### src/rtl/ccnc_pkg.sv
package ccnc_pkg;

  // Kind flag carried in the top bit of every result word
  localparam logic FLAG_COH  = 1'b0;
  localparam logic FLAG_NCOH = 1'b1;

  // Timing strobes shared by all lanes
  typedef struct packed {
    logic coh_first;  // current packet opens a coherent period
    logic coh_done;   // coherent sums finished at the last edge
    logic nc_first;   // finished coherent period opens a non-coherent span
    logic nc_done;    // non-coherent sums finished at the last edge
  } seq_ctl_t;

endpackage

### src/rtl/ccnc_seq.sv
module ccnc_seq
  import ccnc_pkg::*;
#(
  parameter int LEN_W  = 8,
  parameter int NCNT_W = 8
) (
  input  logic              clk,
  input  logic              rst_n,
  input  logic              in_valid,
  input  logic              ncoh_en,
  input  logic [LEN_W-1:0]  coh_len,
  input  logic [NCNT_W-1:0] ncoh_len,
  output seq_ctl_t          ctl
);

  logic [LEN_W-1:0]  sc_q, sc_d, coh_lim;
  logic [NCNT_W-1:0] pc_q, pc_d, nc_lim;
  logic              coh_last, nc_last;
  logic              coh_done_q, coh_done_d;
  logic              nc_done_q, nc_done_d;

  always_comb begin
    coh_lim  = (coh_len == '0)  ? '0 : coh_len - LEN_W'(1);
    nc_lim   = (ncoh_len == '0) ? '0 : ncoh_len - NCNT_W'(1);
    coh_last = (sc_q == coh_lim);
    nc_last  = (pc_q == nc_lim);

    sc_d = sc_q;
    if (in_valid) sc_d = coh_last ? '0 : sc_q + LEN_W'(1);
    coh_done_d = in_valid & coh_last;

    pc_d = pc_q;
    if (coh_done_q & ncoh_en) pc_d = nc_last ? '0 : pc_q + NCNT_W'(1);
    nc_done_d = coh_done_q & ncoh_en & nc_last;
  end

  always_ff @(posedge clk or negedge rst_n) begin
    if (!rst_n) begin
      sc_q       <= '0;
      pc_q       <= '0;
      coh_done_q <= 1'b0;
      nc_done_q  <= 1'b0;
    end else begin
      sc_q       <= sc_d;
      pc_q       <= pc_d;
      coh_done_q <= coh_done_d;
      nc_done_q  <= nc_done_d;
    end
  end

  assign ctl.coh_first = (sc_q == '0);
  assign ctl.coh_done  = coh_done_q;
  assign ctl.nc_first  = (pc_q == '0);
  assign ctl.nc_done   = nc_done_q;


  coh_done_src_chk: assert property (@(posedge clk) disable iff (!rst_n)
    coh_done_q |-> $past(in_valid));


  idle_hold_chk: assert property (@(posedge clk) disable iff (!rst_n)
    !in_valid |=> $stable(sc_q));


  nc_gate_chk: assert property (@(posedge clk) disable iff (!rst_n)
    nc_done_q |-> ($past(coh_done_q) && $past(ncoh_en)));

endmodule

### src/rtl/ccnc_coh_lane.sv
module ccnc_coh_lane #(
  parameter int IN_W  = 13,
  parameter int ACC_W = 16
) (
  input  logic                    clk,
  input  logic                    rst_n,
  input  logic                    in_valid,
  input  logic                    first,
  input  logic                    lane_en,
  input  logic signed [IN_W-1:0]  in_i,
  input  logic signed [IN_W-1:0]  in_q,
  output logic signed [ACC_W-1:0] acc_i,
  output logic signed [ACC_W-1:0] acc_q
);

  localparam int XW = ACC_W + 1;
  localparam logic signed [XW-1:0] SMAX = {2'b00, {(ACC_W-1){1'b1}}};
  localparam logic signed [XW-1:0] SMIN = ~SMAX;

  logic signed [ACC_W-1:0] acc_i_q, acc_q_q, acc_i_d, acc_q_d;
  logic signed [XW-1:0]    base_i, base_q, sum_i, sum_q;

  function automatic logic signed [ACC_W-1:0] clamp(input logic signed [XW-1:0] v);
    if (v > SMAX)      return SMAX[ACC_W-1:0];
    else if (v < SMIN) return SMIN[ACC_W-1:0];
    else               return v[ACC_W-1:0];
  endfunction

  always_comb begin
    base_i = first ? '0 : $signed({acc_i_q[ACC_W-1], acc_i_q});
    base_q = first ? '0 : $signed({acc_q_q[ACC_W-1], acc_q_q});
    sum_i  = base_i + $signed({{(XW-IN_W){in_i[IN_W-1]}}, in_i});
    sum_q  = base_q + $signed({{(XW-IN_W){in_q[IN_W-1]}}, in_q});
    acc_i_d = acc_i_q;
    acc_q_d = acc_q_q;
    if (in_valid) begin
      acc_i_d = lane_en ? clamp(sum_i) : '0;
      acc_q_d = lane_en ? clamp(sum_q) : '0;
    end
  end

  always_ff @(posedge clk or negedge rst_n) begin
    if (!rst_n) begin
      acc_i_q <= '0;
      acc_q_q <= '0;
    end else begin
      acc_i_q <= acc_i_d;
      acc_q_q <= acc_q_d;
    end
  end

  assign acc_i = acc_i_q;
  assign acc_q = acc_q_q;


  coh_mono_chk: assert property (@(posedge clk) disable iff (!rst_n)
    (in_valid && !first && lane_en && !in_i[IN_W-1]) |=> (acc_i_q >= $past(acc_i_q)));

endmodule

### src/rtl/ccnc_amp.sv
module ccnc_amp #(
  parameter int W = 16
) (
  input  logic signed [W-1:0] ci,
  input  logic signed [W-1:0] cq,
  output logic        [W-1:0] amp
);

  logic [W-1:0] ai, aq, mx, mn;
  logic [W:0]   sum;

  always_comb begin
    ai  = ci[W-1] ? (~ci + W'(1)) : ci;
    aq  = cq[W-1] ? (~cq + W'(1)) : cq;
    mx  = (ai >= aq) ? ai : aq;
    mn  = (ai >= aq) ? aq : ai;
    sum = {1'b0, mx} + {2'b00, mn[W-1:1]};
    amp = sum[W] ? {W{1'b1}} : sum[W-1:0];

    amp_floor_chk: assert (amp >= ai && amp >= aq);
  end

endmodule

### src/rtl/ccnc_ncoh_lane.sv
module ccnc_ncoh_lane #(
  parameter int W = 16
) (
  input  logic         clk,
  input  logic         rst_n,
  input  logic         step,
  input  logic         first,
  input  logic         lane_en,
  input  logic [W-1:0] amp,
  output logic [W-1:0] nacc
);

  logic [W-1:0] nacc_q, nacc_d;
  logic [W:0]   sum;

  always_comb begin
    sum    = (first ? {(W+1){1'b0}} : {1'b0, nacc_q}) + {1'b0, amp};
    nacc_d = nacc_q;
    if (step) nacc_d = !lane_en ? '0 : (sum[W] ? {W{1'b1}} : sum[W-1:0]);
  end

  always_ff @(posedge clk or negedge rst_n) begin
    if (!rst_n) nacc_q <= '0;
    else        nacc_q <= nacc_d;
  end

  assign nacc = nacc_q;


  nc_mono_chk: assert property (@(posedge clk) disable iff (!rst_n)
    (step && !first && lane_en) |=> (nacc_q >= $past(nacc_q)));

endmodule

### src/rtl/coh_ncoh_integrator.sv
module coh_ncoh_integrator
  import ccnc_pkg::*;
#(
  parameter int LANES  = 8,
  parameter int IN_W   = 13,
  parameter int ACC_W  = 16,
  parameter int RED_W  = 8,
  parameter int LEN_W  = 8,
  parameter int NCNT_W = 8,
  localparam int LIDX_W = (LANES > 1) ? $clog2(LANES) : 1,
  localparam int PAY_W  = 2 * ACC_W,
  localparam int WORD_W = 1 + LIDX_W + PAY_W
) (
  input  logic                    clk,
  input  logic                    rst_n,
  input  logic                    in_valid,
  input  logic [LANES-1:0]        lane_en,
  input  logic [LANES*IN_W-1:0]   in_i,
  input  logic [LANES*IN_W-1:0]   in_q,
  input  logic [LEN_W-1:0]        coh_len,
  input  logic [NCNT_W-1:0]       ncoh_len,
  input  logic                    ncoh_en,
  input  logic                    reduce_en,
  output logic                    out_valid,
  output logic [LANES-1:0]        out_lane_vld,
  output logic [LANES*WORD_W-1:0] out_data
);

  localparam int SH = ACC_W - RED_W;
  localparam logic [ACC_W-1:0] RND = ACC_W'(1) << (SH - 1);
  localparam logic signed [ACC_W:0] RMAX = (ACC_W+1)'((1 << (RED_W - 1)) - 1);
  localparam logic signed [ACC_W:0] RMIN = ~RMAX;

  function automatic logic [RED_W-1:0] reduce(input logic signed [ACC_W-1:0] x);
    logic signed [ACC_W:0] t;
    t = ($signed({x[ACC_W-1], x}) + $signed({1'b0, RND})) >>> SH;
    if (t > RMAX)      return RMAX[RED_W-1:0];
    else if (t < RMIN) return RMIN[RED_W-1:0];
    else               return t[RED_W-1:0];
  endfunction

  seq_ctl_t ctl;
  logic     ld_coh, ld_nc, ld;
  logic     valid_q, valid_d;
  logic [LANES-1:0] mask_q, mask_d;

  ccnc_seq #(.LEN_W(LEN_W), .NCNT_W(NCNT_W)) u_seq (
    .clk      (clk),
    .rst_n    (rst_n),
    .in_valid (in_valid),
    .ncoh_en  (ncoh_en),
    .coh_len  (coh_len),
    .ncoh_len (ncoh_len),
    .ctl      (ctl)
  );

  always_comb begin
    ld_coh  = ctl.coh_done & ~ncoh_en;
    ld_nc   = ctl.nc_done;
    ld      = ld_coh | ld_nc;
    valid_d = ld;
    mask_d  = ld ? lane_en : '0;
  end

  always_ff @(posedge clk or negedge rst_n) begin
    if (!rst_n) begin
      valid_q <= 1'b0;
      mask_q  <= '0;
    end else begin
      valid_q <= valid_d;
      mask_q  <= mask_d;
    end
  end

  for (genvar l = 0; l < LANES; l++) begin : g_lane
    logic signed [ACC_W-1:0] acc_i, acc_q;
    logic [ACC_W-1:0]        amp, nacc;
    logic [WORD_W-1:0]       word_q, word_d;
    logic [PAY_W-1:0]        coh_pay;

    ccnc_coh_lane #(.IN_W(IN_W), .ACC_W(ACC_W)) u_coh (
      .clk      (clk),
      .rst_n    (rst_n),
      .in_valid (in_valid),
      .first    (ctl.coh_first),
      .lane_en  (lane_en[l]),
      .in_i     (in_i[l*IN_W +: IN_W]),
      .in_q     (in_q[l*IN_W +: IN_W]),
      .acc_i    (acc_i),
      .acc_q    (acc_q)
    );

    ccnc_amp #(.W(ACC_W)) u_amp (
      .ci  (acc_i),
      .cq  (acc_q),
      .amp (amp)
    );

    ccnc_ncoh_lane #(.W(ACC_W)) u_ncoh (
      .clk     (clk),
      .rst_n   (rst_n),
      .step    (ctl.coh_done & ncoh_en),
      .first   (ctl.nc_first),
      .lane_en (lane_en[l]),
      .amp     (amp),
      .nacc    (nacc)
    );

    always_comb begin
      coh_pay = reduce_en ? {{(PAY_W-2*RED_W){1'b0}}, reduce(acc_q), reduce(acc_i)}
                          : {acc_q, acc_i};
      word_d = word_q;
      if (ld_nc)       word_d = {FLAG_NCOH, LIDX_W'(l), {ACC_W{1'b0}}, nacc};
      else if (ld_coh) word_d = {FLAG_COH, LIDX_W'(l), coh_pay};
    end

    always_ff @(posedge clk or negedge rst_n) begin
      if (!rst_n) word_q <= '0;
      else        word_q <= word_d;
    end

    assign out_data[l*WORD_W +: WORD_W] = word_q;
  end

  assign out_valid    = valid_q;
  assign out_lane_vld = mask_q;


  mask_valid_chk: assert property (@(posedge clk) disable iff (!rst_n)
    (|mask_q) |-> valid_q);


  coh_bypass_chk: assert property (@(posedge clk) disable iff (!rst_n)
    (ctl.coh_done && !ncoh_en) |=> valid_q);


  nc_dump_chk: assert property (@(posedge clk) disable iff (!rst_n)
    ctl.nc_done |=> (valid_q && out_data[WORD_W-1]));

endmodule

### config.mk
export PLATFORM = sky130hd
export DESIGN_NAME = coh_ncoh_integrator
export DESIGN_NICKNAME = d
export VERILOG_FILES = /design/src/rtl/ccnc_pkg.sv /design/src/rtl/ccnc_seq.sv /design/src/rtl/ccnc_coh_lane.sv /design/src/rtl/ccnc_amp.sv /design/src/rtl/ccnc_ncoh_lane.sv /design/src/rtl/coh_ncoh_integrator.sv
export SDC_FILE = /design/constraint.sdc
export NUM_CORES = 2
export LEC_CHECK = 0
export BUFFER_PORTS_ARGS = -buffer_cell sky130_fd_sc_hd__buf_4
export CAP_MARGIN = 30
export CORE_UTILIZATION = 40
export DETAILED_ROUTE_END_ITERATION = 8
export PLACE_DENSITY_LB_ADDON = 0.12
export SLEW_MARGIN = 10
export SYNTH_ARGS = -nofsm -noshare
export SYNTH_HDL_FRONTEND = slang
export SYNTH_SLANG_ARGS = --single-unit
### constraint.sdc
create_clock -name clk -period 9.04 [get_ports clk]
set_input_delay 0 -clock clk [delete_from_list [all_inputs] [get_ports clk]]
set_output_delay 0 -clock clk [all_outputs]
set_load 0.005 [all_outputs]
==> results_tabular.tex <==
\begin{tabular}{lr}
\hline
Metric & Value \\
\hline
\multicolumn{2}{l}{\textbf{Final layout}} \\
\quad Synth-to-layout area growth & 18.6\% \\
\quad Fillers & 16400 \\
\quad Layout cell share with drive strength beyond 1 & 11.0\% \\
\quad Post-route cell area & 79900 um2 \\
\quad Net total in the final layout & 9779 \\
\multicolumn{2}{l}{\textbf{Synthesis}} \\
\quad Post-synth EDFFs & 0 \\
\quad Cell Area, Synth & 67400 um2 \\
\quad Number of standard cells after synthesis & 8224 \\
\quad Most used DFF post-synth & dfrtp\_1 \\
\quad Synth warn & 0 \\
\quad Main combinational cell family by area after synthesis & compound AO/OA/AOI/OAI gates \\
\quad Number of distinct library cell variants in the gate-level netlist after synthesis & 105 \\
\quad Share of synthesized cell area in full adder, half adder and majority cells & 13.7\% \\
\quad Avg Inst Size Synth & 8.19 um2 \\
\quad Parity-gate share of the synthesized area counting xor and xnor cells & 8.80\% \\
\quad Share of the synthesized area in compound gates (AO/OA/AOI/OAI) & 25.2\% \\
\quad Flop and latch count out of synthesis & 669 \\
\quad Synth async-reset ratio & 100\% \\
\quad Multiplexer share of the synthesized area & 4.39\% \\
\quad Basic-gate share of the synthesized area counting and, or, nand and nor cells & 17.9\% \\
\quad Share of the yosys chip area belonging to registers & 24.8\% \\
\multicolumn{2}{l}{\textbf{GRT}} \\
\quad Global-route wire length before repair & 357000 um \\
\quad Pin count of the biggest net entering global routing & 204 \\
\quad Initial antenna violation count & 8 \\
\quad Via count of the first global-routing pass & 62100 \\
\quad Combined global-route utilization of all metal layers & 26.3\% \\
\quad Leftover overflow at the end of global routing & 0 \\
\multicolumn{2}{l}{\textbf{Clock tree}} \\
\quad Clock tree from TritonCTS & built \\
\quad Worst-Skew Late Latency & 740 ps \\
\quad \# clock sinks & 669 \\
\quad Number of buffers created by CTS & 90 \\
\quad Clock slew at the register clock pins of the worst setup and hold paths & 60 ps \\
\quad CTS root buf & clkbuf\_16 \\
\quad H-tree Lvls & 3 \\
\quad CTS Buffer Depth & 3 \\
\multicolumn{2}{l}{\textbf{Detailed routing}} \\
\quad Initial detailed-routing violation count & 4330 \\
\quad Detailed-route DRC error count & 0 \\
\quad Routed vias & 64200 \\
\quad Post-DR wirelength/cell & 20.8 um \\
\quad Count of nets left with antenna violations after detail routing & 0 \\
\quad First-pass iteration count of the detailed router & 5 \\
\quad Vias per cell & 5.78 \\
\quad Post-Route WL & 231000 um \\
\multicolumn{2}{l}{\textbf{Worst setup path}} \\
\quad Startpoint class of the critical path & register \\
\quad Worst Path Required & 9620 ps \\
\quad Cell with the biggest individual delay on the critical path & or4\_1 \\
\quad Setup Crit Path Kind & reg2reg \\
\quad Cell seen most often among critical-path stages & buf\_4 \\
\quad Critical Path Sink Type & register \\
\quad Maximum fanout along the worst path & 11 \\
\quad Largest incremental delay on the critical path & 560 ps \\
\quad Data arrival, critical path & 9080 ps \\
\multicolumn{2}{l}{\textbf{Floorplanning}} \\
\quad Placeable core region & 167000 um2 \\
\quad Num rows & 150 \\
\quad Starting Density & 40.3\% \\
\quad Floorplan die height & 412 um \\
\quad Die footprint & 170000 um2 \\
\quad Number of top-level pins & 534 \\
\quad Die W & 412 um \\
\multicolumn{2}{l}{\textbf{Hold path}} \\
\quad Path type of the worst min-delay path & in2reg \\
\multicolumn{2}{l}{\textbf{Placement}} \\
\quad Port Buffers & 521 \\
\quad Total half-perimeter wirelength after legalization and detailed placement & 169000 um \\
\quad Post-placement cell area & 73400 um2 \\
\quad Routability congestion estimate from global placement & 0.912 \\
\multicolumn{2}{l}{\textbf{STA}} \\
\quad Hold Fails Final Rpt & 0 \\
\quad Period utilisation layout & 94.0\% \\
\quad Max Clock Freq & 118 MHz \\
\quad Worst slew slack as a fraction of its limit & 31.5\% \\
\quad Final count of pins violating max slew & 0 \\
\quad Clock skew & 38.1 ps \\
\quad Shortest clock period the worst path allows after layout & 8500 ps \\
\quad Actual slew at the worst max-slew pin & 1030 ps \\
\quad Final number of setup-violating endpoints & 0 \\
\multicolumn{2}{l}{\textbf{Run}} \\
\quad Max-cap check violation count & 0 \\
\multicolumn{2}{l}{\textbf{Outcome}} \\
\quad Status & finished clean \\
\hline
\end{tabular}
==> timing repair <==
| item | CTS | global route |
|---|---|---|
| endpoints found under the hold margin | 622 | 0 |
| endpoints found under the setup margin | 0 | 128 |
| setup buffers | 0 | 9 |
| resized for setup | 0 | 36 |
| hold buffers | 305 | 0 |
==> per-stage QoR <==
| stage | std cells | util [%] | TNS (ps) | setup slack [ps] | hold slack (ps) |
|---|---|---|---|---|---|
| after detailed placement | 10600 | 43.9 | 0 | 123 | 5.96 |
| after floorplan | 8235 | - | 0 | 174 | -296 |
| final | 11100 | 47.8 | 0 | 542 | 62.6 |
| after global placement | 10600 | 43.9 | 0 | 214 | 4.52 |
| after global routing | 11100 | 47.8 | -34.3 | -17.9 | 114 |
| after CTS | 11100 | 47.6 | 0 | 53.6 | 3.31 |
==> cell usage in the layout, fill, tap and decap left out, types with 73 or more instances in the layout <==
master	synthesis	layout
a211oi_1	90	89
a21o_1	184	184
a21oi_1	557	549
a221o_1	161	161
a22o_1	131	131
a31oi_1	111	109
and2_1	291	290
buf_4	33	659
clkbuf_16	0	92
dfrtp_1	669	667
dlygate4sd3_1	0	304
ha_1	686	685
inv_1	405	405
mux2i_1	280	280
nand2_1	683	681
nand2b_1	106	104
nand3_1	270	268
nor2_1	469	468
nor3_1	181	179
o21ai_0	630	627
o21bai_1	75	74
or3_1	73	73
xnor2_1	372	372
xor2_1	305	305
==> critical path, delay by kind of cell (launching register included) <==
kind | cells | cell delay, ps
AOI/OAI and AO/OA | 18 | 3660
and+or+nand+nor | 7 | 1940
adders and majority gates | 4 | 1400
buffers and inverters | 4 | 660
DFF | 1 | 430
xor gates and xnor gates | 1 | 250
==> path summary, 6_finish.rpt <==
kind	start	endpoint	slack, ps	depth (start not counted)
setup / recovery	g_lane[1].u_coh.acc_i[6]$_DFFE_PN0P_	g_lane[1].u_ncoh.nacc[3]$_DFFE_PN0P_	540	34
setup reg to reg	g_lane[1].u_coh.acc_i[6]$_DFFE_PN0P_	g_lane[1].u_ncoh.nacc[3]$_DFFE_PN0P_	540	34
hold / removal	in_i[62]	g_lane[4].u_coh.acc_i[11]$_DFFE_PN0P_	60	6
max in group asynchronous	rst_n	g_lane[5].word_q[20]$_DFFE_PN0N_	6890	5
hold reg to reg	g_lane[1].word_q[8]$_DFFE_PN0N_	g_lane[1].word_q[8]$_DFFE_PN0N_	480	1
min in group asynchronous	rst_n	g_lane[1].u_ncoh.nacc[13]$_DFFE_PN0P_	530	4
==> flip-flops by register name (all words and copies together), names as in the netlist <==
register,cells
u_seq.coh_done_q,1
g_lane.word_q,258
g_lane.u_ncoh.nacc,128
g_lane.u_coh.acc_i,128
g_lane.u_coh.acc_q,128
u_seq.pc_q,8
u_seq.nc_done_q,1
u_seq.sc_q,8
out_lane_vld,8
out_valid,1
==> per-layer routing <==
layer	wire, um	GRT usage (%)	vias to the layer above
li1	-	-	31300
met1	107000	36.0	31000
met2	107000	43.6	1607
met3	10900	2.95	293
met4	5870	7.20	4
met5	17	0	-
==> cell type report <==
| cell class | instances | area (um2) | area share, % |
|---|---|---|---|
| timing repair buffer | 981 | 8260 | 10.3 |
| antenna | 2 | 5.00 | 0.00626 |
| tap | 2204 | 2760 | 3.45 |
| inverter | 410 | 1550 | 1.93 |
| multi-input combinational | 6672 | 47500 | 59.4 |
| clock buffer | 124 | 2620 | 3.28 |
| clock inverter | 44 | 493 | 0.617 |
| sequential | 669 | 16700 | 21.0 |
==> synthesized netlist by cell type (30+ instances only) <==
master    count  area (um2)
ha_1        686        8580
nand2_1     683        2560
dfrtp_1     669       16700
o21ai_0     630        3150
a21oi_1     557        2790
nor2_1      469        1760
inv_1       405        1520
clkbuf_1    387        1450
xnor2_1     372        3260
xor2_1      305        2670
and2_1      291        1820
mux2i_1     280        2800
nand3_1     270        1350
a21o_1      184        1380
nor3_1      181         906
a221o_1     161        1610
a22o_1      131        1150
a31oi_1     111         694
nand2b_1    106         663
a211oi_1     90         676
o21bai_1     75         563
or3_1        73         457
o31ai_1      69         518
o211ai_1     66         495
o21a_1       66         495
nand4_1      59         369
and3_1       55         344
o22ai_1      53         332
buf_1        46         173
nor2b_1      42         263
nor4_1       39         244
o311ai_0     39         342
o221ai_1     35         307
buf_4        33         248
fa_1         32         641
or2_2        31         194
o41ai_1      30         263
==> logic make-up (layout without fill, tap and decap cells) <==
group                    after synthesis  in the layout
XOR/XNOR                             677            677
buffers and inverters                895           1559
flip-flops                           669            669
AND/OR/NAND/NOR                     2428           2428
other                                  1             14
multiplexers                         293            293
AO/OA/AOI/OAI                       2543           2544
adder cells (fa/ha/maj)              718            718
Power is left out: the tool's default activity adds up to more than one toggle a clock period on the data nets, which glitch-free logic cannot reach.
